**src/rtl/epp_pkg.sv**
```systemverilog
// Package: shared state encoding and register bit positions for the
// enhanced parallel port host cycle controller.
package epp_pkg;
    typedef enum logic [1:0] {
        ST_IDLE    = 2'd0,
        ST_SETUP   = 2'd1,
        ST_STROBE  = 2'd2,
        ST_RELEASE = 2'd3
    } epp_state_t;

    // Control register bit positions
    localparam int CTL_INIT_BIT   = 2;
    localparam int CTL_IRQ_EN_BIT = 4;

    // Status register bit positions
    localparam int STA_TMO_BIT   = 0;
    localparam int STA_FAULT_BIT = 3;
    localparam int STA_SEL_BIT   = 4;
    localparam int STA_PERR_BIT  = 5;
    localparam int STA_INTR_BIT  = 6;
endpackage

```
**src/rtl/epp_sync.sv**
```systemverilog
// Module: epp_sync
// Two-flop synchronizer for a vector of independent asynchronous levels.
// Assumes each bit is a slow level; no bus coherency across bits.
module epp_sync #(
    parameter int            W       = 1,
    parameter logic [W-1:0]  RST_VAL = '0
) (
    input  logic         clk,
    input  logic         rst_n,
    input  logic [W-1:0] d,
    output logic [W-1:0] q
);
    logic [W-1:0] meta;

    // Two register stages per bit, reset to the inactive level.
    always_ff @(posedge clk) begin
        if (!rst_n) begin
            meta <= RST_VAL;
            q    <= RST_VAL;
        end else begin
            meta <= d;
            q    <= meta;
        end
    end
endmodule

```
**src/rtl/epp_cycle_fsm.sv**
```systemverilog
// Module: epp_cycle_fsm
// Runs one port cycle per accepted host request: setup, strobe until wait
// high (or timeout), release until wait low. Assumes wait_s is synchronized.
module epp_cycle_fsm
    import epp_pkg::*;
#(
    parameter int TIMEOUT_CLKS = 64
) (
    input  logic       clk,
    input  logic       rst_n,
    input  logic       req,
    input  logic       addr_sel,
    input  logic       rd,
    input  logic [7:0] wdata,
    input  logic       wait_s,
    input  logic [7:0] pdata_i,
    output logic       rdy,
    output logic       write_n,
    output logic       dstrb_n,
    output logic       astrb_n,
    output logic       data_oe,
    output logic [7:0] data_o,
    output logic [7:0] rdata,
    output logic       timeout_set
);
    localparam int             CW  = $clog2(TIMEOUT_CLKS + 1);
    localparam logic [CW-1:0]  LIM = CW'(TIMEOUT_CLKS - 1);

    epp_state_t    state, state_nx;
    logic          is_addr, is_rd;
    logic [7:0]    wbyte;
    logic [CW-1:0] cnt;
    logic          abort;

    assign abort = (state == ST_STROBE) && !wait_s && (cnt == LIM);

    // Next-state selection for the handshake sequence.
    always_comb begin
        state_nx = state;
        case (state)
            ST_IDLE:    if (req) state_nx = ST_SETUP;
            ST_SETUP:   state_nx = ST_STROBE;
            ST_STROBE:  if (wait_s || abort) state_nx = ST_RELEASE;
            ST_RELEASE: if (!wait_s) state_nx = ST_IDLE;
            default:    state_nx = ST_IDLE;
        endcase
    end

    // State register, request latch, timeout counter and read capture.
    always_ff @(posedge clk) begin
        if (!rst_n) begin
            state   <= ST_IDLE;
            is_addr <= 1'b0;
            is_rd   <= 1'b1;
            wbyte   <= '0;
            cnt     <= '0;
            rdata   <= '0;
        end else begin
            state <= state_nx;
            if (state == ST_IDLE && req) begin
                is_addr <= addr_sel;
                is_rd   <= rd;
                wbyte   <= wdata;
            end
            if (state == ST_SETUP) cnt <= '0;
            else if (state == ST_STROBE && !wait_s && !abort) cnt <= cnt + 1'b1;
            if (state == ST_STROBE && is_rd) begin
                if (wait_s)     rdata <= pdata_i;
                else if (abort) rdata <= 8'hFF;
            end
        end
    end

    // Port side and host side outputs decoded from state.
    always_comb begin
        rdy         = (state == ST_IDLE);
        write_n     = (state == ST_IDLE) || is_rd;
        data_oe     = (state != ST_IDLE) && !is_rd;
        data_o      = wbyte;
        dstrb_n     = !((state == ST_STROBE) && !is_addr);
        astrb_n     = !((state == ST_STROBE) && is_addr);
        timeout_set = abort;
    end
endmodule

```
**src/rtl/epp_regs.sv**
```systemverilog
// Module: epp_regs
// Control and status registers, interrupt and init line generation.
// Assumes the peripheral status inputs are already synchronized.
module epp_regs
    import epp_pkg::*;
(
    input  logic       clk,
    input  logic       rst_n,
    input  logic       reg_wr,
    input  logic       reg_addr,
    input  logic [7:0] reg_wdata,
    input  logic       timeout_set,
    input  logic       sel_s,
    input  logic       perr_s,
    input  logic       fault_s,
    input  logic       intr_s,
    output logic [7:0] reg_rdata,
    output logic       irq,
    output logic       init_n
);
    logic [7:0] ctl;
    logic       tmo;
    logic [7:0] sta;

    // Control register write and sticky timeout flag (set wins over clear).
    always_ff @(posedge clk) begin
        if (!rst_n) begin
            ctl <= '0;
            tmo <= 1'b0;
        end else begin
            if (reg_wr && !reg_addr) ctl <= reg_wdata;
            if (timeout_set) tmo <= 1'b1;
            else if (reg_wr && reg_addr && reg_wdata[STA_TMO_BIT]) tmo <= 1'b0;
        end
    end

    // Status word assembly and read mux.
    always_comb begin
        sta                = '0;
        sta[STA_TMO_BIT]   = tmo;
        sta[STA_FAULT_BIT] = fault_s;
        sta[STA_SEL_BIT]   = sel_s;
        sta[STA_PERR_BIT]  = perr_s;
        sta[STA_INTR_BIT]  = intr_s;
        reg_rdata          = reg_addr ? sta : ctl;
        irq                = ctl[CTL_IRQ_EN_BIT] && !intr_s;
        init_n             = !ctl[CTL_INIT_BIT];
    end
endmodule

```
**src/rtl/epp_host_ctrl.sv**
```systemverilog
// Module: epp_host_ctrl
// Top: host request bus to enhanced parallel port cycles, with control and
// status registers. Assumes host_req is a single-clock pulse while host_rdy.
module epp_host_ctrl #(
    parameter int TIMEOUT_CLKS = 64
) (
    input  logic       clk,
    input  logic       rst_n,
    input  logic       host_req,
    input  logic       host_addr_sel,
    input  logic       host_rd,
    input  logic [7:0] host_wdata,
    output logic [7:0] host_rdata,
    output logic       host_rdy,
    input  logic       reg_wr,
    input  logic       reg_addr,
    input  logic [7:0] reg_wdata,
    output logic [7:0] reg_rdata,
    output logic       irq,
    output logic       pp_write_n,
    output logic       pp_dstrb_n,
    output logic       pp_astrb_n,
    output logic       pp_init_n,
    input  logic       pp_wait,
    input  logic       pp_intr_n,
    input  logic       pp_select,
    input  logic       pp_perror,
    input  logic       pp_fault_n,
    input  logic [7:0] pp_data_i,
    output logic [7:0] pp_data_o,
    output logic       pp_data_oe
);
    logic [4:0] async_in, sync_out;
    logic       timeout_set;

    assign async_in = {pp_wait, pp_intr_n, pp_select, pp_perror, pp_fault_n};

    epp_sync #(.W(5), .RST_VAL(5'b01001)) u_sync (
        .clk(clk), .rst_n(rst_n), .d(async_in), .q(sync_out)
    );

    epp_cycle_fsm #(.TIMEOUT_CLKS(TIMEOUT_CLKS)) u_fsm (
        .clk(clk), .rst_n(rst_n),
        .req(host_req), .addr_sel(host_addr_sel), .rd(host_rd),
        .wdata(host_wdata), .wait_s(sync_out[4]), .pdata_i(pp_data_i),
        .rdy(host_rdy), .write_n(pp_write_n), .dstrb_n(pp_dstrb_n),
        .astrb_n(pp_astrb_n), .data_oe(pp_data_oe), .data_o(pp_data_o),
        .rdata(host_rdata), .timeout_set(timeout_set)
    );

    epp_regs u_regs (
        .clk(clk), .rst_n(rst_n),
        .reg_wr(reg_wr), .reg_addr(reg_addr), .reg_wdata(reg_wdata),
        .timeout_set(timeout_set),
        .sel_s(sync_out[2]), .perr_s(sync_out[1]), .fault_s(sync_out[0]),
        .intr_s(sync_out[3]),
        .reg_rdata(reg_rdata), .irq(irq), .init_n(pp_init_n)
    );
endmodule

```
**config.mk**
```make
export PLATFORM = sky130hd
export DESIGN_NAME = epp_host_ctrl
export DESIGN_NICKNAME = d
export VERILOG_FILES = /design/src/rtl/epp_pkg.sv /design/src/rtl/epp_sync.sv /design/src/rtl/epp_cycle_fsm.sv /design/src/rtl/epp_regs.sv /design/src/rtl/epp_host_ctrl.sv
export SDC_FILE = /design/constraint.sdc
export NUM_CORES = 1
export LEC_CHECK = 0
export BUFFER_PORTS_ARGS = -buffer_cell sky130_fd_sc_hd__buf_2
export CAP_MARGIN = 20
export CORE_MARGIN = 2
export CORE_UTILIZATION = 49
export DETAILED_ROUTE_END_ITERATION = 6
export PLACE_DENSITY = 0.82
export SYNTH_ARGS = -nofsm -noshare
export SYNTH_HDL_FRONTEND = slang
export SYNTH_SLANG_ARGS = --single-unit
```
**constraint.sdc**
```tcl
create_clock -name clk -period 1.8 [get_ports clk]
set_input_delay 0 -clock clk [delete_from_list [all_inputs] [get_ports clk]]
set_output_delay 0 -clock clk [all_outputs]
set_load 0.1 [all_outputs]
```
==> results of run 1 <==
==> through the flow <==
stage	hold WS, ns	setup slack [ns]	TNS (ns)	power, mW
2_1_floorplan	0.07304	-0.1049	-0.1049	2.251
3_5_place_dp	0.1917	0.2447	0	2.447
4_1_cts	0.02344	0.07649	0	3.229
3_3_place_gp	0.1837	0.2882	0	2.421
6_report	0.01319	0.1549	0	3.217
5_1_grt	0.05811	0.05560	0	3.379
==> worst reg2reg max path: stages (launching register included) <==
cell and delay (ns):
dfxtp_1 0.39, ha_1 0.24, nand4b_2 0.19, o21ai_0 0.37
mux2i_1 0.23, nor2_1 0.05
==> final timing paths <==
kind	endpoint	cells past startpoint	slack, ns
worst max-delay path	pp_dstrb_n	4	0.15
worst min-delay path	u_regs.ctl[0]	3	0.01
worst max register to register	u_fsm.cnt[1]	5	0.22
worst min register to register	u_sync.q[3]	1	0.41
==> Yosys cell counts (2+ instances only) <==
| cell | n | area [um^2] |
|---|---|---|
| dfxtp_1 | 46 | 920.9 |
| nand2_1 | 30 | 112.6 |
| nor2b_1 | 13 | 81.33 |
| mux2i_1 | 10 | 100.1 |
| a21boi_0 | 9 | 67.56 |
| and2_1 | 8 | 50.05 |
| nor2_1 | 8 | 30.03 |
| o221a_2 | 8 | 90.09 |
| ha_1 | 6 | 75.07 |
| clkbuf_1 | 5 | 18.77 |
| inv_1 | 5 | 18.77 |
| mux2_2 | 5 | 56.30 |
| nand2b_1 | 5 | 31.28 |
| nand3_1 | 4 | 20.02 |
| a21oi_1 | 3 | 15.01 |
| buf_2 | 2 | 10.01 |
| nor3_1 | 2 | 10.01 |
| o21ai_0 | 2 | 10.01 |
| xor2_1 | 2 | 17.52 |
==> sequential cells by signal, summed over array words and instances (netlist names) <==
register,flops
u_fsm.data_o,8
u_fsm.rdata,8
u_regs.ctl,8
u_fsm.cnt,7
u_sync.meta,5
u_sync.q,5
u_fsm.state,2
u_fsm.is_addr,1
u_fsm.is_rd,1
u_regs.tmo,1
==> routing by layer <==
metal / GRT usage (%) / vias to the layer above / part of all wire [%]
met2: 34.34 / 56 / 48
met1: 24.28 / 735 / 44
met4: 6.122 / 0 / 0.80
met5: 0 / - / 0
met3: 5.622 / 5 / 7.3
li1: - / 829 / -
==> what timing repair did <==
action / 4_1_cts / 5_1_grt
endpoints found under the hold margin: 30 / 0
setup endpoints to repair: 0 / 1
hold buffers: 30 / 0
setup buffers: 0 / 0
gates resized for setup: 0 / 1
==> kinds of logic (layout without fill, tap and decap cells) <==
logic type      count (synthesis)  count (layout)
compound gates                 26              26
flops                          46              46
buf+inv                        13             111
simple gates                   79              79
mux                            15              15
xor+xnor                        3               3
fa+ha+maj                       6               6
==> power groups by stage <==
stage	logic [mW]	clock network, mW	registers (mW)
6_report	1.30	0.733	1.18
5_1_grt	1.39	0.794	1.19
4_1_cts	1.30	0.751	1.18
3_5_place_dp	1.24	0	1.21
3_3_place_gp	1.22	0	1.20
2_1_floorplan	0.772	0	1.48
==> layout make-up <==
cell class | instances | area (um^2)
Clock buffer | 5 | 68.82
Clock inverter | 3 | 40.04
Fill cell | 272 | 1018
Inverter | 5 | 22.52
Multi-Input combinational cell | 129 | 909.6
Sequential cell | 46 | 920.9
Tap cell | 48 | 60.06
Timing Repair Buffer | 98 | 648.1
==> qor.txt, run 1 <==
Startpoint Class = register
Sw Pwr = 1.366 mW
Slowest-stage cell, CP = buf_2
Drt pass-1 iters = 5
Number of buffers created by CTS = 5
Hold Crit Class = in2reg
PortBufs = 66
Clk sink count = 46
Share of cells above drive strength 1 = 33.92%
Htree depth = 2
# placed instances = 296
Post-synth net total = 230
Largest net degree at the start of global routing = 25
Multiplexer area fraction after synthesis = 8.311%
# setup viols final = 0
Worst EP arrival = 1.65 ns
Drt via density = 4.865
Clock share of power = 22.8%
Synthesis Warnings = 0
Syn_area_per_cell = 10.01 um^2
Final-report hold violation count = 0
Final-stage net count = 327
# rows = 22
Clk buf depth = 2
Core Area = 3689 um^2
Hold Crit Start = reg_wdata[0]
Clock transition at path regs = 0.08 ns
Vias in the first global route = 1507
Post-Syn Area = 1882 um^2
Max-slew violations = 0
Crit path kind = reg2out
Post-synthesis adder-cell area fraction = 3.989%
Final Instance Area = 2670 um^2
Die height = 65.97 um
Clock Skews = 0.002619 ns
Comb pwr share = 40.5%
DR WL/cell = 12.76 um
RSZ-0062 raised after global routing = false
Flop pwr share = 36.7%
Seq/Total Area, Yosys = 48.94%
Gr usage total = 20.01%
Crit path cell chain = inv_1 > ha_1 > or2b_1 > buf_2
FF+latch count, synth = 46
EDFF count, synth = 0
Antenna Cells = 0
Max_cap viols = 0
Leak = 1.212 nW
Drt drc = 0
Netlist cell types = 34
Switching Fraction = 42.47%
Worst-Margin Slew = 0.5067 ns
Gpl congestion = 0.7694
Post-DP HPWL = 2754 um
Final std cells w/o fill = 334
Worst-Skew Late Latency = 0.29 ns
Antenna Nets Post-Route = 0
Post-Synth XOR/XNOR Area = 1.396%
Synth Area in Simple Gates = 22.27%
Peak supply drop = 1.394 mV
Initial drt markers = 38
Die extent in x = 65.97 um
Max Clock Freq = 0.6079 GHz
Crit path largest cell delay = 0.43 ns
Primary FF master, synth = dfxtp_1
Critical Path Fanout Max = 6
Commonest non-fill, non-tap cell in the layout = buf_2
Post-DP Area = 2258 um^2
Int Pwr = 1.851 mW
R2R Path Start = u_fsm.cnt[0]
CTS root buf = clkbuf_8
Post-Syn Instances = 188
Outcome = finished, final reports clean
CP Launch Point = u_fsm.state[0]
First-pass GRT wire length = 6720 um
Rel. slew slack = 66.45%
Initial antenna violation count = 0
Worst EP required = 1.80 ns
Compound-Gate Fraction of Synth Area = 11.97%
Power Density = 1205 nW/um^2
Core Util, Final = 72.39%
Ports = 67
FFs w/ async S/R, synth = 0%
Starting Density = 51.02%
GRT overflow = 0
Area Growth Syn to Fin = 41.89%
Crit-path leading delay family = buffers and inverters
Worst path bufs/invs = 2
CTS tree = yes
Main combinational cell family by area after synthesis = simple AND/OR/NAND/NOR gates
Setup crit end kind = output port
Final min period = 1.645 ns
DRT Wirelength = 4262 um
Commonest non-fill, non-tap cells in the layout = 65 x buf_2, 46 x dfxtp_1, 30 x nand2_1, 30 x dlygate4sd3_1, 13 x nor2b_1
Die ar. = 4352 um^2
Post-route clock period utilization = 91.40%
Vias = 1625
Note: power is estimated with default switching activity, not from simulation.
==> inputs of run 2 (changes only) <==
--- a/config.mk
+++ b/config.mk
@@ -7,6 +7,7 @@
 export LEC_CHECK = 0
 export BUFFER_PORTS_ARGS = -buffer_cell sky130_fd_sc_hd__buf_2
 export CAP_MARGIN = 20
+export CORE_ASPECT_RATIO = 1.4
 export CORE_MARGIN = 2
 export CORE_UTILIZATION = 49
 export DETAILED_ROUTE_END_ITERATION = 6
==> run 2 against run 1 <==
Via count is 2.3% higher. Power is 0.63% higher. Sequential cell count stayed put. Final cell count is 1.5% lower. Hold slack hardly changed. Combinational power hardly changed. Design area is 0.14% higher. Critical endpoint unchanged.
==> qor.txt, run 2 (synthesis gave the netlist of run 1 again) <==
Outcome = finished, final reports clean
Total power = 3.237 mW (+0.63%)
Antenna Nets Post-Route = 0 (unchanged)
Clock transition at path regs = 0.08 ns (about the same)
RSZ-0062 raised after global routing = false
Commonest non-fill, non-tap cells in the layout = 65 x buf_2, 46 x dfxtp_1, 31 x dlygate4sd3_1, 30 x nand2_1, 13 x nor2b_1
Post-DP HPWL = 2642 um (-4.1%)
Max Clock Freq = 0.5933 GHz (-2.4%)
Worst reg2reg path endpoint = u_fsm.rdata[0]
Post-route clock period utilization = 93.64% (+2.2 points)
Htree depth = 2 (unchanged)
Hold Worst Slack = 0.01361 ns (+0.0004152 ns)
Clock Skews = 0.003804 ns (+0.001185 ns)
PortBufs = 66 (unchanged)
Worst-Margin Slew = 0.4970 ns (-0.009640 ns)
Max-slew violations = 0 (unchanged)
First-pass GRT wire length = 7555 um (+12%)
Share of cells above drive strength 1 = 33.45% (-0.47 points)
# placed instances = 290 (-2.0%)
Peak supply drop = 1.256 mV (-9.9%)
CTS root buf = clkbuf_8
R2R Path Start = u_fsm.cnt[0]
Post-DP Area = 2251 um^2 (-0.33%)
# rows = 26 (+18%)
Max_cap viols = 0 (unchanged)
Startpoint Class = register
Antenna Cells = 0 (unchanged)
Final min period = 1.685 ns (+0.04032 ns)
Rel. slew slack = 67.09% (+0.64 points)
Core Util, Final = 72.74% (+0.35 points)
Initial drt markers = 37 (-2.6%)
Drt drc = 0 (unchanged)
Worst EP required = 1.80 ns (about the same)
Area Growth Syn to Fin = 42.09%
Final-report hold violation count = 0 (unchanged)
R2R depth = 5 (unchanged)
Final Instance Area = 2674 um^2 (+0.14%)
DRT Wirelength = 4438 um (+4.1%)
Final std cells w/o fill = 329 (-1.5%)
Worst-Skew Late Latency = 0.29 ns (about the same)
Vias in the first global route = 1696 (+13%)
Clk buf depth = 2 (unchanged)
Hold Crit Class = in2reg
Starting Density = 51.19% (+0.17 points)
Worst slack, placed = 0.2212 ns (-0.02356 ns)
DR WL/cell = 13.49 um (+5.7%)
Critical Path Fanout Max = 6 (unchanged)
Number of buffers created by CTS = 5 (unchanged)
Die ar. = 4359 um^2 (+0.16%)
Worst Setup EP = pp_dstrb_n
Final-stage net count = 328 (+0.31%)
Largest net degree at the start of global routing = 28 (+12%)
Die height = 77.33 um (+17%)
Drt via density = 5.052 (+3.8%)
Final setup TNS = 0 ns (unchanged)
# setup viols final = 0 (unchanged)
Commonest non-fill, non-tap cell in the layout = buf_2
Die extent in x = 56.38 um (-15%)
Drt pass-1 iters = 4 (-1)
Fin worst setup slack = 0.1145 ns (-0.04032 ns)
Flop2flop setup slack = 0.19 ns (-0.03 ns)
Leak = 1.209 nW (-0.19%)
Vias = 1662 (+2.3%)
CP Launch Point = u_fsm.state[0]
Gpl congestion = 0.8184 (+6.4%)
Setup crit end kind = output port
Power Density = 1211 nW/um^2 (+0.48%)
Initial antenna violation count = 0 (unchanged)
Gr usage total = 21.85% (+1.8 points)
Crit path kind = reg2out
Core Area = 3676 um^2 (-0.34%)
Hold Crit Start = rst_n
Worst EP arrival = 1.69 ns (+0.04 ns)
GRT overflow = 0 (unchanged)
Setup Fix Bufs, Post-CTS = 0 (unchanged)
Clk sink count = 46 (unchanged)
CTS tree = yes
Ports = 67 (unchanged)
run 2: worst min path at each step:
stage / to / slack (ns) / cells past startpoint
after floorplan: u_sync.q[0] / 0.07 / 1
after global placement: u_sync.meta[3] / 0.18 / 2
after detailed placement: u_sync.meta[3] / 0.18 / 2
after CTS: u_fsm.is_rd / 0.007 / 2
after global routing: u_fsm.is_rd / 0.03 / 2
final: u_fsm.is_rd / 0.01 / 2
run 2: final cells by class:
type                    instances  area, um^2
inverters                       5       22.52
clock buffers                   6       72.57
flip-flops and latches         46       920.9
fillers                       254        1002
clock inverters                 2       37.54
multi-input cells             129       909.6
well taps                      42       52.55
repair buffers                 99       658.1
run 2: per-layer routing:
metal,wire length [um],global-route usage (%),up-vias
met5,0,0,-
met4,74,7.857,0
met3,259,5.902,8
met2,2303,38.59,60
met1,1801,24.81,763
li1,-,-,831
run 2: where the power goes:
part	switching [mW]	internal (mW)	leakage, nW
clock network	0.338	0.414	0.0514
logic	0.973	0.329	0.782
registers	0.0687	1.11	0.376
total	1.38	1.86	1.21
run 2: repair_timing:
item | CTS | global route
endpoints found under the setup margin | 0 | 1
hold buffers | 31 | 0
hold endpoints to repair | 31 | 0
gates resized for setup | 0 | 1
run 2: worst max-delay path, cell delays in order (launching register included):
cell and delay (ns):
dfxtp_1 0.39, inv_1 0.10, ha_1 0.28, or2b_1 0.19, buf_2 0.43
